## src/rtl/slk_pkg.sv

```systemverilog
`timescale 1ns/1ps
package slk_pkg;
  localparam int KEY_W     = 104;
  localparam int STATE_W   = 16;
  localparam int HITCNT_W  = 12;
  localparam int PTR_W     = 20;
  localparam int IDX_W     = 16;
  localparam int ENTRY_W   = 1 + KEY_W + STATE_W + PTR_W;
  localparam int NEXT_LSB  = 0;
  localparam int STATE_LSB = PTR_W;
  localparam int KEY_LSB   = PTR_W + STATE_W;
  localparam int VALID_BIT = ENTRY_W - 1;

  typedef struct packed {
    logic loadKey;
    logic loadBucket;
    logic loadEntry;
    logic loadNext;
    logic clrCount;
    logic incCount;
  } slkStrobes_t;

  typedef enum logic [1:0] {RES_NONE, RES_HIT, RES_MISS, RES_ERR} slkResult_t;
endpackage

```

## src/rtl/slkCrcHash.sv

```systemverilog
`timescale 1ns/1ps
module slkCrcHash #(
  parameter int KEY_W = 104,
  parameter int IDX_W = 16,
  parameter logic [31:0] POLY = 32'hEDB88320
) (
  input  logic [KEY_W-1:0] key,
  output logic [IDX_W-1:0] idx
);
  localparam int NBYTES = KEY_W / 8;

  function automatic logic [IDX_W-1:0] crcIndex(input logic [KEY_W-1:0] k);
    logic [31:0] c;
    c = '1;
    for (int b = 0; b < NBYTES; b++) begin
      c = c ^ {24'd0, k[8*b +: 8]};
      for (int j = 0; j < 8; j++) begin
        c = c[0] ? ((c >> 1) ^ POLY) : (c >> 1);
      end
    end
    c = ~c;
    return c[IDX_W-1:0];
  endfunction

  always_comb idx = crcIndex(key);
endmodule

```

## src/rtl/slkDatapath.sv

```systemverilog
`timescale 1ns/1ps
module slkDatapath
  import slk_pkg::*;
#(
  parameter int MAX_READS = 8,
  localparam int CNT_W = $clog2(MAX_READS + 1)
) (
  input  logic               clk,
  input  logic               rstN,
  input  slkStrobes_t        st,
  input  logic [KEY_W-1:0]   reqKey,
  input  logic [ENTRY_W-1:0] memRspRdata,
  output logic [PTR_W-1:0]   memReqAddr,
  output logic [ENTRY_W-1:0] memReqWdata,
  output logic [STATE_W-1:0] newState,
  output logic [CNT_W-1:0]   readCnt,
  output logic               entryValid,
  output logic               keyMatch,
  output logic               nextNull,
  output logic               countAtMax
);
  logic [KEY_W-1:0]   keyReg;
  logic [PTR_W-1:0]   addrReg;
  logic [ENTRY_W-1:0] entryReg;
  logic [CNT_W-1:0]   cntReg;
  logic [IDX_W-1:0]   bucketIdx;

  logic [KEY_W-1:0]    eKey;
  logic [STATE_W-1:0]  eState;
  logic [PTR_W-1:0]    eNext;
  logic [HITCNT_W-1:0] hitLow;

  slkCrcHash #(.KEY_W(KEY_W), .IDX_W(IDX_W)) u_hash (
    .key(keyReg),
    .idx(bucketIdx)
  );

  always_ff @(posedge clk) begin
    if (!rstN) begin
      keyReg   <= '0;
      addrReg  <= '0;
      entryReg <= '0;
      cntReg   <= '0;
    end else begin
      if (st.loadKey)    keyReg   <= reqKey;
      if (st.loadBucket) addrReg  <= {{(PTR_W-IDX_W){1'b0}}, bucketIdx};
      else if (st.loadNext) addrReg <= eNext;
      if (st.loadEntry)  entryReg <= memRspRdata;
      if (st.clrCount)   cntReg   <= '0;
      else if (st.incCount) cntReg <= cntReg + 1'b1;
    end
  end

  always_comb begin
    eKey   = entryReg[KEY_LSB +: KEY_W];
    eState = entryReg[STATE_LSB +: STATE_W];
    eNext  = entryReg[NEXT_LSB +: PTR_W];
    hitLow = eState[HITCNT_W-1:0];
    if (hitLow != {HITCNT_W{1'b1}}) hitLow = hitLow + 1'b1;
    newState = {eState[STATE_W-1:HITCNT_W], hitLow};
  end

  assign memReqAddr  = addrReg;
  assign memReqWdata = {1'b1, eKey, newState, eNext};
  assign readCnt     = cntReg;
  assign entryValid  = entryReg[VALID_BIT];
  assign keyMatch    = (eKey == keyReg);
  assign nextNull    = (eNext == '0);
  assign countAtMax  = (cntReg == CNT_W'(MAX_READS));
endmodule

```

## src/rtl/slkControl.sv

```systemverilog
`timescale 1ns/1ps
module slkControl
  import slk_pkg::*;
(
  input  logic        clk,
  input  logic        rstN,
  input  logic        reqValid,
  input  logic        memReqReady,
  input  logic        memRspValid,
  input  logic        entryValid,
  input  logic        keyMatch,
  input  logic        nextNull,
  input  logic        countAtMax,
  output slkStrobes_t st,
  output logic        memReqValid,
  output logic        memReqWrite,
  output logic        busy,
  output logic        doneValid,
  output logic        doneHit,
  output logic        doneMiss,
  output logic        doneErr
);
  typedef enum logic [2:0] {
    S_IDLE, S_HASH, S_RDREQ, S_RDWAIT, S_EVAL, S_WRREQ, S_WRWAIT, S_DONE
  } slkState_t;

  slkState_t  state, stateNext;
  slkResult_t res, resNext;

  always_ff @(posedge clk) begin
    if (!rstN) begin
      state <= S_IDLE;
      res   <= RES_NONE;
    end else begin
      state <= stateNext;
      res   <= resNext;
    end
  end

  always_comb begin
    stateNext   = state;
    resNext     = res;
    st          = '0;
    memReqValid = 1'b0;
    memReqWrite = 1'b0;
    unique case (state)
      S_IDLE: if (reqValid) begin
        st.loadKey  = 1'b1;
        st.clrCount = 1'b1;
        resNext     = RES_NONE;
        stateNext   = S_HASH;
      end
      S_HASH: begin
        st.loadBucket = 1'b1;
        stateNext     = S_RDREQ;
      end
      S_RDREQ: begin
        memReqValid = 1'b1;
        if (memReqReady) begin
          st.incCount = 1'b1;
          stateNext   = S_RDWAIT;
        end
      end
      S_RDWAIT: if (memRspValid) begin
        st.loadEntry = 1'b1;
        stateNext    = S_EVAL;
      end
      S_EVAL: begin
        if (!entryValid) begin
          resNext = RES_MISS; stateNext = S_DONE;
        end else if (keyMatch) begin
          stateNext = S_WRREQ;
        end else if (nextNull) begin
          resNext = RES_MISS; stateNext = S_DONE;
        end else if (countAtMax) begin
          resNext = RES_ERR; stateNext = S_DONE;
        end else begin
          st.loadNext = 1'b1;
          stateNext   = S_RDREQ;
        end
      end
      S_WRREQ: begin
        memReqValid = 1'b1;
        memReqWrite = 1'b1;
        if (memReqReady) stateNext = S_WRWAIT;
      end
      S_WRWAIT: if (memRspValid) begin
        resNext   = RES_HIT;
        stateNext = S_DONE;
      end
      S_DONE: stateNext = S_IDLE;
      default: stateNext = S_IDLE;
    endcase
  end

  assign busy      = (state != S_IDLE);
  assign doneValid = (state == S_DONE);
  assign doneHit   = doneValid && (res == RES_HIT);
  assign doneMiss  = doneValid && (res == RES_MISS);
  assign doneErr   = doneValid && (res == RES_ERR);
endmodule

```

## src/rtl/sessionLookup.sv

```systemverilog
`timescale 1ns/1ps
module sessionLookup
  import slk_pkg::*;
#(
  parameter int MAX_READS = 8,
  localparam int CNT_W = $clog2(MAX_READS + 1)
) (
  input  logic               clk,
  input  logic               rstN,
  input  logic               reqValid,
  input  logic [KEY_W-1:0]   reqKey,
  output logic               busy,
  output logic               memReqValid,
  output logic               memReqWrite,
  output logic [PTR_W-1:0]   memReqAddr,
  output logic [ENTRY_W-1:0] memReqWdata,
  input  logic               memReqReady,
  input  logic               memRspValid,
  input  logic [ENTRY_W-1:0] memRspRdata,
  output logic               doneValid,
  output logic               doneHit,
  output logic               doneMiss,
  output logic               doneErr,
  output logic [STATE_W-1:0] doneState,
  output logic [CNT_W-1:0]   doneReads
);
  slkStrobes_t st;
  logic entryValid, keyMatch, nextNull, countAtMax;

  slkControl u_ctrl (
    .clk(clk), .rstN(rstN), .reqValid(reqValid),
    .memReqReady(memReqReady), .memRspValid(memRspValid),
    .entryValid(entryValid), .keyMatch(keyMatch),
    .nextNull(nextNull), .countAtMax(countAtMax),
    .st(st), .memReqValid(memReqValid), .memReqWrite(memReqWrite),
    .busy(busy), .doneValid(doneValid), .doneHit(doneHit),
    .doneMiss(doneMiss), .doneErr(doneErr)
  );

  slkDatapath #(.MAX_READS(MAX_READS)) u_dp (
    .clk(clk), .rstN(rstN), .st(st), .reqKey(reqKey),
    .memRspRdata(memRspRdata), .memReqAddr(memReqAddr),
    .memReqWdata(memReqWdata), .newState(doneState),
    .readCnt(doneReads), .entryValid(entryValid),
    .keyMatch(keyMatch), .nextNull(nextNull), .countAtMax(countAtMax)
  );
endmodule

```

## config.mk

```make
export PLATFORM = sky130hd
export DESIGN_NAME = sessionLookup
export DESIGN_NICKNAME = d
export VERILOG_FILES = /design/src/rtl/slk_pkg.sv /design/src/rtl/slkCrcHash.sv /design/src/rtl/slkDatapath.sv /design/src/rtl/slkControl.sv /design/src/rtl/sessionLookup.sv
export SDC_FILE = /design/constraint.sdc
export NUM_CORES = 1
export LEC_CHECK = 0
export ABC_CLOCK_PERIOD_IN_PS = 8600
export BUFFER_PORTS_ARGS = -buffer_cell sky130_fd_sc_hd__buf_2
export CAP_MARGIN = 30
export CORE_MARGIN = 4
export CORE_UTILIZATION = 45
export DETAILED_ROUTE_END_ITERATION = 16
export HOLD_SLACK_MARGIN = 0.03
export PLACE_DENSITY_LB_ADDON = 0.25
export SLEW_MARGIN = 40
export SYNTH_ARGS = -nofsm -noshare
export SYNTH_HDL_FRONTEND = slang
export SYNTH_SLANG_ARGS = --single-unit
```

## constraint.sdc

```tcl
create_clock -name clk -period 8.6 [get_ports clk]
set_input_delay 0.43 -clock clk [delete_from_list [all_inputs] [get_ports clk]]
set_output_delay 0.43 -clock clk [all_outputs]
set_load 0.01 [all_outputs]
```

Word-level counts from Yosys, hierarchy flattened
Cells that the tools add are included.
- output and inout port bits: 188
- register bits after elaboration: 274
- input bits: 250
- logic and storage cells: 299
- add/sub/neg operators: 2
- muxes and demuxes: 138
- eq/ne operators: 20
- bitwise gates (word level): 119
- reductions and logical operators: 13
- operators with widths (cell ; count):
    $mux 32 ; 88
    $not 13->14 ; 88
    $xor 32x8->32 ; 11
    $eq 104x104->1 ; 1
    $mux 16 ; 6
    $mux 28 ; 2
    $mux 25 ; 2
    $mux 22 ; 2
    $not 8->32 ; 1
    $mux 31 ; 1
    $mux 30 ; 1
    $mux 27 ; 1
    $mux 3 ; 9
    $mux 24 ; 1
    $pmux 3 s8 ; 1
    $xor 24x8->24 ; 1
    $not 11->11 ; 2
    $mux 21 ; 1
    $logic_not 20->1 ; 1
    $mux 20 ; 1
    $not 9->9 ; 2
    $not 16->16 ; 1
    $not 4->4 ; 4
    $mux 1 ; 14
    other kinds (29) ; 50

Longest topological paths before layout
Gate-level depths: netlist of run 1.
- depth after elaboration: 223
- depth in mapped cells: 24
- mapped depth without buffers: 20

By module
From an unflattened synthesis of run 1, not the netlist that was laid out.
- cell total of the unflattened synthesis: 2096
- area total of the unflattened synthesis: 24737.5 µm²
- by module, submodules not included (module ; instances ; sequential area each (µm²) ; area each (µm²) ; cells an instance):
    slkDatapath ; 1 ; 5385.2 ; 12743.5 ; 1239
    slkCrcHash ; 1 ; 0.0 ; 11499.8 ; 791
    slkControl ; 1 ; 100.1 ; 494.2 ; 66

Worst setup path after synthesis of run 1
No wires, ideal clock.
- path kind: reg2reg
- from: register u_dp.keyReg[1]
- to: register u_dp.addrReg[12], in the netlist u_dp.memReqAddr[12]
- cell stages (with the launch flop): 23
- clock period less this slack: 8068 ps
- path slack: 532 ps
- buffers on the path: 2
- arrival time: 7953 ps
- required time: 8485 ps
- library setup time: 115 ps
- path through: dfxtp_1 -> buf_4 -> xnor3_2 -> xnor2_4 -> xnor3_2 -> xor2_2 -> xnor3_1 -> buf_6 -> xnor3_2 -> xnor3_1 -> xnor3_2 -> xnor3_2 -> xnor2_4 -> xnor3_1 -> xnor2_4 -> xnor3_2 -> xor3_1 -> xnor3_2 -> xnor3_1 -> xnor2_1 -> xnor2_1 -> nor2_1 -> o21a_1
- cells in the longest elaborated chain, start to end: 158
- elaborated cells between the ends (all ways): 219
- classes of those cells: eq/ne: 1; mux: 108; bitwise: 109; reduce/logical: 1
- ends and longest elaborated chain (what ; RTL line ; RTL):
    start: declaration ; slkDatapath.sv:22 ; logic [KEY_W-1:0] keyReg;
    start signal: assignment ; slkDatapath.sv:45 ; if (st.loadKey) keyReg <= reqKey;
    $not 8->32 (no line) ; n/a ;
    $mux 32 (2 in a row) ; slkCrcHash.sv:18 ; c = c[0] ? ((c >> 1) ^ POLY) : (c >> 1);
    $mux 32 or $not 13->14 (tied branches) (2 in a row) ; n/a ;
    $not 13->14 (no line) or $mux 32 (tied branches) ; n/a ;
    $mux 32 or $not 13->14 (tied branches) (4 in a row) ; n/a ;
    $xor 32x8->32, or another cell as far along ; slkCrcHash.sv:16 ; c = c ^ {24'd0, k[8*b +: 8]};
    $mux 32, or another cell as far along ; slkCrcHash.sv:18 ;
    $mux 32 or $xor 32x8->32 (tied branches) (2 in a row) ; slkCrcHash.sv:18, slkCrcHash.sv:16 ;
    [... 132 more ...] ; n/a ;
    $not 7->7 (no line) or $xor 24x8->24 (tied branches) ; n/a ;
    $mux 22 (2 in a row) ; slkCrcHash.sv:18 ;
    $mux 21 ; slkCrcHash.sv:18 ;
    $mux 20 ; slkCrcHash.sv:18 ;
    $not 4->4 (no line) ; n/a ;
    $mux 16 (4 in a row) ; slkCrcHash.sv:18 ;
    $not 16->16 ; slkCrcHash.sv:21 ; c = ~c;
    $mux 16 ; slkDatapath.sv:46 ; if (st.loadBucket) addrReg <= {{(PTR_W-IDX_W){1'b0}}, bucketIdx};
    end signal: assignment ; slkDatapath.sv:46 ;
    end signal: assignment ; slkDatapath.sv:47 ; else if (st.loadNext) addrReg <= eNext;
    end: declaration ; slkDatapath.sv:23 ; logic [PTR_W-1:0] addrReg;
Several ways; a longest one is shown, not always the timed one.
A chain may end at the register's enable or synchronous reset.

Final worst setup path of run 1
- from: register u_dp.keyReg[20]
- to: register u_dp.addrReg[15], in the netlist u_dp.memReqAddr[15]
- cells in the longest elaborated chain, start to end: 130
- elaborated cells between the ends (all ways): 185
- classes of those cells: eq/ne: 1; mux: 92; bitwise: 91; reduce/logical: 1
- ends and longest elaborated chain (what ; RTL line):
    $xor 32x8->32 ; slkCrcHash.sv:16
    $mux 32 (5 in a row) ; slkCrcHash.sv:18
    $mux 32 or $not 13->14 (tied branches) (2 in a row) ; n/a
    $not 13->14 (no line) or $mux 32 (tied branches) ; n/a
    $mux 32, or another cell as far along ; slkCrcHash.sv:18
    $xor 32x8->32, or another cell as far along ; slkCrcHash.sv:16
    $mux 32, or another cell as far along ; slkCrcHash.sv:18
    $mux 32 or $not 13->14 (tied branches) (4 in a row) ; n/a
    [... 106 more ...] ; n/a
    $mux 21 or $not 6->6 (tied branches) ; n/a
    $mux 20 or $mux 21 (tied branches) ; slkCrcHash.sv:18
    $mux 16 or $not 5->5 (tied branches) ; n/a
    $mux 16 or $mux 20 (tied branches) ; slkCrcHash.sv:18
    $mux 16 or $not 4->4 (tied branches) ; n/a
    $mux 16 ; slkCrcHash.sv:18
    $not 16->16 ; slkCrcHash.sv:21
    $mux 16 ; slkDatapath.sv:46
Several ways; a longest one is shown, not always the timed one.

==> impl_metrics.toml, run 1 <==
[synthesis]
syn_inst = 2360
synthesis.area_um2 = 24100
yosys.area_share.simple_pct = 10.5
synth_fp_nets = 2613
synth_seq_area_share_pct = 22.8
synth_ff_type = "dfxtp_1"
synth-async-reset-ratio_pct = 0
synth_fa_ha_area_share_pct = 0.156
yosysWarnings = 0
syn_avg_cell_area_um2 = 10.2
synth_top_family_by_area = "XOR/XNOR gates"
synth_xor_area_share_pct = 50.0
synth-compound-area-share_pct = 8.80
ys_types = 47
synth-seq-cells = 274
synth_edf_count = 0
synthMuxAreaShare_pct = 1.08

[run]
drv_cap = 0

[worst_hold_path]
hp-class = "input port to flop"
hold_start = "memRspRdata[2]"
hold_depth = 3

[worst_setup_path]
worstRegToRegCells = 24
endpoint_kind = "flop"
crit_type = "flop to flop"
worstPathCellList = "xor2_1 > xnor2_1 > xnor3_1 > xnor2_1 > xor3_1 > xnor3_1 > xor3_1 > xnor3_1 > xnor2_1 > buf_4 > xor3_1 > xor3_1 > xnor2_2 > xnor3_1 > buf_4 > xnor2_1 > buf_4 > xnor3_1 > xnor2_1 > buf_4 > xnor2_1 > xnor2_1 > a21oi_1 > nor2b_1"
slowest_stage = "xnor3_1"
worstSetupPathDepth = 24
cp_common_cell = "xnor2_1"
critPathBufInv = 4
critPathTopFamily = "XOR/XNOR gates"
worst_ep_arrival_time_ns = 8.84
critPathLaunch = "u_dp.keyReg[20]"
required_ns = 9.10
critPathMaxFanout = 4
max_stage_delay_ns = 0.63
r2r-start = "u_dp.keyReg[20]"
start_kind = "flop"

[cells_and_area]
final_common_cell = "nand2_1"
nNetsFinal = 2989
finish.instance_area_um2 = 28200
final_layout_size_suffix_gt1_share_pct = 27.4
final_cell_mix = "nand2_1 (514), buf_2 (435), xnor2_1 (430), dfxtp_1 (272), a21boi_0 (245)"
syn2layout_area_growth_pct = 16.8
postLayoutCoreUtil_pct = 53.4

[clock_network]
cts_max_path_buffers = 3
cts_tree = "done"
cts_made_buffers = 34
clock-root-buffer = "clkbuf_16"
cts_sinks = 274
htree_num_levels = 2
clk_latency_ns = 0.57
clk_pin_slew_ns = 0.06

[timing]
finalCritPeriodShare_pct = 96.9
slew_viol_final = 0
min_period_ns = 8.34
rsz0062_at_grt = "no"
fmax_mhz = 120
finalClockSkew_ns = 0.0308
slew_headroom_pct = 40.0
max_slew.worst_pin.slew_ns = 0.901
hold_viol_final = 0
setup-violations-final = 0

[route]
drt_drc_violations_left = 0
ant_nets = 0
vias = 17939
totalWireLength_mm = 85.1
wire_per_inst_um = 24.6
dr.pass1.iters = 5
viasPerCell = 5.20
dr.first_iter.drc_count = 1219

[floorplan]
die_y_um = 239
core_area_um2 = 52800
die_w_um = 239
initial_core_util_pct = 45.7
dieArea_um2 = 57300
num_io_pins = 438
num_rows = 84

[grt]
grt_use_total_pct = 29.1
grt_pass1_wl_mm = 124
grt_pass1_vias = 18286
antenna_found_initial = 8
grt_max_degree = 127
grt.overflow.total = 0

[outcome]
outcome = "complete, no violations"

[placed_design]
gp_congestion = 1.02
placed_area_um2 = 26800
dpl.hpwl_mm = 70.4
io_buffers = 436
-- final timing paths --
kind,end,slack [ns]
worst max-delay path,u_dp.memReqAddr[15],0.26
worst min-delay path,u_dp.entryReg[2],0.10
worst max register to register,u_dp.memReqAddr[15],0.26
worst min register to register,u_dp.entryReg[34],0.48
-- state kept, by name, summed over array words and instances (netlist names) --
register         count
u_dp.keyReg        104
u_dp.readCnt         4
u_ctrl.res           2
u_dp.entryReg      141
u_ctrl.state         3
u_dp.memReqAddr     20
-- routing by layer --
metal	global-route usage, %	wire length [um]
met1	37.3	34800
met2	50.8	41900
met3	4.36	5280
met4	9.52	3050
met5	0	67
-- layout make-up --
cell class              instances  area [um2]
diodes                          3        7.51
clock buffers                  46         946
clock inverters                15         215
fillers                      4805       24600
inverters                       6        22.5
multi-input cells            1821       17200
flip-flops and latches        274        5490
well taps                     688         861
repair buffers                599        3470
-- repair_timing --
item,CTS,global route
setup buffers,0,6
gates resized for setup,2,19
hold buffers,0,0
pin swaps,0,2
endpoints found under the setup margin,8,14
-- worst register-to-register path, cell delays in order (launching register included) --
cell and delay (ns):
dfxtp_1 0.51, xor2_1 0.48, xnor2_1 0.26, xnor3_1 0.63
xnor2_1 0.43, xor3_1 0.42, xnor3_1 0.53, xor3_1 0.58
xnor3_1 0.42, xnor2_1 0.15, buf_4 0.16, xor3_1 0.44
xor3_1 0.61, xnor2_2 0.28, xnor3_1 0.50, buf_4 0.17
xnor2_1 0.15, buf_4 0.16, xnor3_1 0.29, xnor2_1 0.35
buf_4 0.18, xnor2_1 0.15, xnor2_1 0.19, a21oi_1 0.10
nor2b_1 0.13
-- synth_stat cells (all sizes together) (4+ instances only) --
| master | number | area share (%) |
|---|---|---|
| nand2 | 515 | 8.0 |
| xnor2 | 468 | 18 |
| dfxtp | 274 | 23 |
| xnor3 | 250 | 23 |
| a21boi | 245 | 7.6 |
| buf | 166 | 5.1 |
| xor2 | 127 | 5.1 |
| clkbuf | 93 | 1.4 |
| nor2 | 33 | 0.51 |
| xor3 | 32 | 3.2 |
| nand4 | 26 | 0.67 |
| mux2i | 16 | 0.66 |
| nor4 | 15 | 0.39 |
| a21oi | 14 | 0.29 |
| o21ai | 12 | 0.25 |
| mux2 | 9 | 0.42 |
| nand3 | 9 | 0.19 |
| and3 | 8 | 0.21 |
| inv | 6 | 0.093 |
| nand2b | 5 | 0.13 |
| o21a | 4 | 0.12 |
-- through the flow --
stage	std cells	hold WS (ns)	worst slack (ns)	setup TNS, ns
global placement	3380	0.461	-0.107	-0.418
global route	3450	0.0996	0.00518	0
CTS	3442	0.0758	0.0175	0
detailed placement	3381	0.473	-0.106	-0.357
floorplan	2360	0.457	0.532	0
finish	3452	0.102	0.262	0
-- cell families after synthesis --
family / after synthesis
muxes: 25
other: 1
adders and majority gates: 3
AOI/OAI and AO/OA: 289
xor gates and xnor gates: 877
and+or+nand+nor: 626
buffers and inverters: 265
DFF: 274
Power of run 1 is not shown: default switching activity piles up to over one toggle a cycle in this logic, so the estimate is an artifact.
==> inputs of run 2 (changes only) <==
--- a/config.mk
+++ b/config.mk
@@ -5,6 +5,7 @@
 export SDC_FILE = /design/constraint.sdc
 export NUM_CORES = 1
 export LEC_CHECK = 0
+export ABC_AREA = 1
 export ABC_CLOCK_PERIOD_IN_PS = 8600
 export BUFFER_PORTS_ARGS = -buffer_cell sky130_fd_sc_hd__buf_2
 export CAP_MARGIN = 30
==> constraint.sdc (replaced) <==
create_clock -name clk -period 8.6 [get_ports clk]
set_input_delay 0.43 -clock clk [delete_from_list [all_inputs] [get_ports clk]]
set_output_delay 0.43 -clock clk [all_outputs]
set_load 0.05 [all_outputs]
==> run 2 against run 1 <==
Net effect:
- global-route usage grew 2.9 points
- worst hold slack gained 0.022 ns
- register-to-register slack gained 0.27 ns
- routed wire length grew 34%
- flip-flop and latch count is the same
- area after synthesis grew 19%
- critical path depth grew 40
- cell count grew 76%
- clock skew shrank 0.015 ns
- maximum frequency grew 3.3%
- die area grew 18%
- non-clock buffer count shrank 110
==> impl_metrics.toml, run 2 <==
[outcome]
outcome = "complete, no violations"

[synthesis]
syn_avg_cell_area_um2 = 5.82
synth_common_cells = "nand2_1 (1852), nand3_1 (664), inv_1 (439)"
synth_seq_area_share_pct = 19.2
synth-seq-cells = 274
synth.most_common_cell = "nand2_1"
synth-async-reset-ratio_pct = 0
ys_types = 48
synth.top_cell.area_share_pct = 24.3
synthesis.area_um2 = 28600
yosysWarnings = 0
syn_inst = 4919
synth_fp_nets = 5172
synth_top_cell_by_area = "nand2_1"
synth_ff_type = "dfxtp_1"
synth_area_leaders = "nand2_1 (24%), dfxtp_1 (19%), nand3_1 (12%)"
synth_edf_count = 0

[worst_setup_path]
ff2ff_setup_slack_ns = 0.53
max_stage_delay_ns = 0.45
worstSetupPathDepth = 64
required_ns = 9.11
endpoint_kind = "flop"
critPathBufInv = 3
crit_type = "flop to flop"
cp_common_cell = "nand2_1"
start_kind = "flop"
critPathMaxFanout = 9
reg2reg_to = "u_dp.memReqAddr[8]"
endpoint = "u_dp.memReqAddr[8]"
slowest_stage = "dfxtp_2"
r2r-start = "u_dp.keyReg[6]"
critPathLaunch = "u_dp.keyReg[6]"
worst_ep_arrival_time_ns = 8.58
critPathTopFamily = "simple AND/OR/NAND/NOR gates"
worstRegToRegCells = 64

[route]
drt_drc_violations_left = 0
dr.first_iter.drc_count = 3004
wire_per_inst_um = 18.8
vias = 32786
viasPerCell = 5.40
ant_nets = 0
dr.pass1.iters = 6
totalWireLength_mm = 114

[placed_design]
dpl.hpwl_mm = 93.8
dp_cells = 5978
gp_congestion = 1.07
io_buffers = 436

[run]
drv_cap = 0

[floorplan]
num_io_pins = 438
core_area_um2 = 63100
num_rows = 92
dieArea_um2 = 67700
die_y_um = 260
initial_core_util_pct = 45.4
die_w_um = 260

[timing]
final.setup.tns_ns = 0
hold_viol_final = 0
fmax_mhz = 124
setup-violations-final = 0
slew_headroom_pct = 36.2
min_period_ns = 8.07
slew_viol_final = 0
finalCritPeriodShare_pct = 93.9
finalClockSkew_ns = 0.0154
max_slew.worst_pin.slew_ns = 0.957

[clock_network]
cts_hold_buf = 0
clk_latency_ns = 0.57
clock-root-buffer = "clkbuf_16"
cts_max_path_buffers = 3
cts_tree = "done"
cts_made_buffers = 35
cts_sinks = 274
clk_pin_slew_ns = 0.06
htree_num_levels = 2

[cells_and_area]
final_layout_size_suffix_gt1_share_pct = 21.6
final_cell_mix = "nand2_1 (1831), nand3_1 (659), inv_1 (439), buf_2 (435), a21oi_1 (275)"
final_common_cell = "nand2_1"
largest_reg_flops = 141
syn2layout_area_growth_pct = 12.9
nNetsFinal = 5448
fin_cells = 6077
top_register = "u_dp.entryReg"

[grt]
grt_max_degree = 197
grt_pass1_wl_mm = 171
grt_use_total_pct = 32.1
grt.overflow.total = 0
grt_pass1_vias = 29460
antenna_found_initial = 10

[worst_hold_path]
hp-class = "input port to flop"
==> run 2: changes by cell type after synthesis, moves of 91 or more <==
cell / before / now
nand2_1: 515 / 1852
nand3_1: 9 / 664
xnor2_1: 437 / 69
nand2_2: 0 / 255
a21boi_0: 245 / 0
inv_1: 6 / 439
nand2_4: 0 / 91
a21oi_1: 14 / 275
xnor3_1: 229 / 0
o21ai_0: 12 / 226
==> run 2: cells by family after synthesis <==
logic type	count (synthesis)	synth area share, %
flops	274	19.2
other cells	1	0.0131
buf+inv	780	12.7
simple gates	3087	50.6
fa+ha+maj	3	0.131
compound gates	517	9.17
xor+xnor	257	8.20
==> run 2: worst min path at each step <==
stage,startpoint,to,slack (ns),cells past startpoint
6_report,memRspRdata[133],u_dp.entryReg[133],0.12,3
5_1_grt,memRspRdata[18],u_dp.entryReg[18],0.12,3
2_1_floorplan,u_dp.entryReg[140],u_dp.entryReg[140],0.44,2
4_1_cts,memRspRdata[84],u_dp.entryReg[84],0.10,3
3_3_place_gp,u_dp.memReqAddr[18],u_dp.memReqAddr[18],0.45,2
3_5_place_dp,u_dp.memReqAddr[18],u_dp.memReqAddr[18],0.45,2
==> run 2: layout make-up <==
cell class | instances | area (um2)
Fill cell | 6766 | 30800
Multi-Input combinational cell | 3866 | 19900
Sequential cell | 274 | 5510
Timing Repair Buffer | 489 | 2600
Inverter | 529 | 2030
Tap cell | 846 | 1060
Clock buffer | 45 | 973
Clock inverter | 18 | 245
Antenna cell | 10 | 25.0
==> run 2: what timing repair did <==
item                                    4_1_cts  5_1_grt
hold endpoints to repair                      0        0
setup buffers                                 0       25
gates resized for setup                       0       78
endpoints found under the setup margin        0       16
==> run 2: worst register-to-register path, delay by kind of cell, from the launching register on <==
kind / cells / cell delay (ns)
AO/OA/AOI/OAI: 1 / 0.13
XOR/XNOR: 1 / 0.24
buffers and inverters: 3 / 0.22
flip-flops: 1 / 0.45
AND/OR/NAND/NOR: 59 / 6.97
==> run 2: stage by stage <==
step | hold WS [ns] | setup WS, ns | cell area [um2] | utilization, %
after floorplan | 0.445 | 2.45 | 28600 | -
after global placement | 0.448 | 0.0820 | 30500 | 48.4
after detailed placement | 0.454 | 0.192 | 30600 | 48.4
after CTS | 0.101 | 0.116 | 31800 | 50.4
after global routing | 0.119 | -0.0311 | 32300 | 51.2
final | 0.124 | 0.529 | 32300 | 51.2
==> run 2: metal layers <==
metal / GRT usage, % / share of wire, % / up-vias / wire length, um
li1: - / - / 16119 / -
met4: 11.3 / 3.9 / 4 / 4460
met1: 42.7 / 43 / 15027 / 48900
met5: 0 / 0.024 / - / 28
met3: 6.28 / 8.5 / 252 / 9710
met2: 51.7 / 45 / 1384 / 51300
Power of run 2 is left out for the same reason.
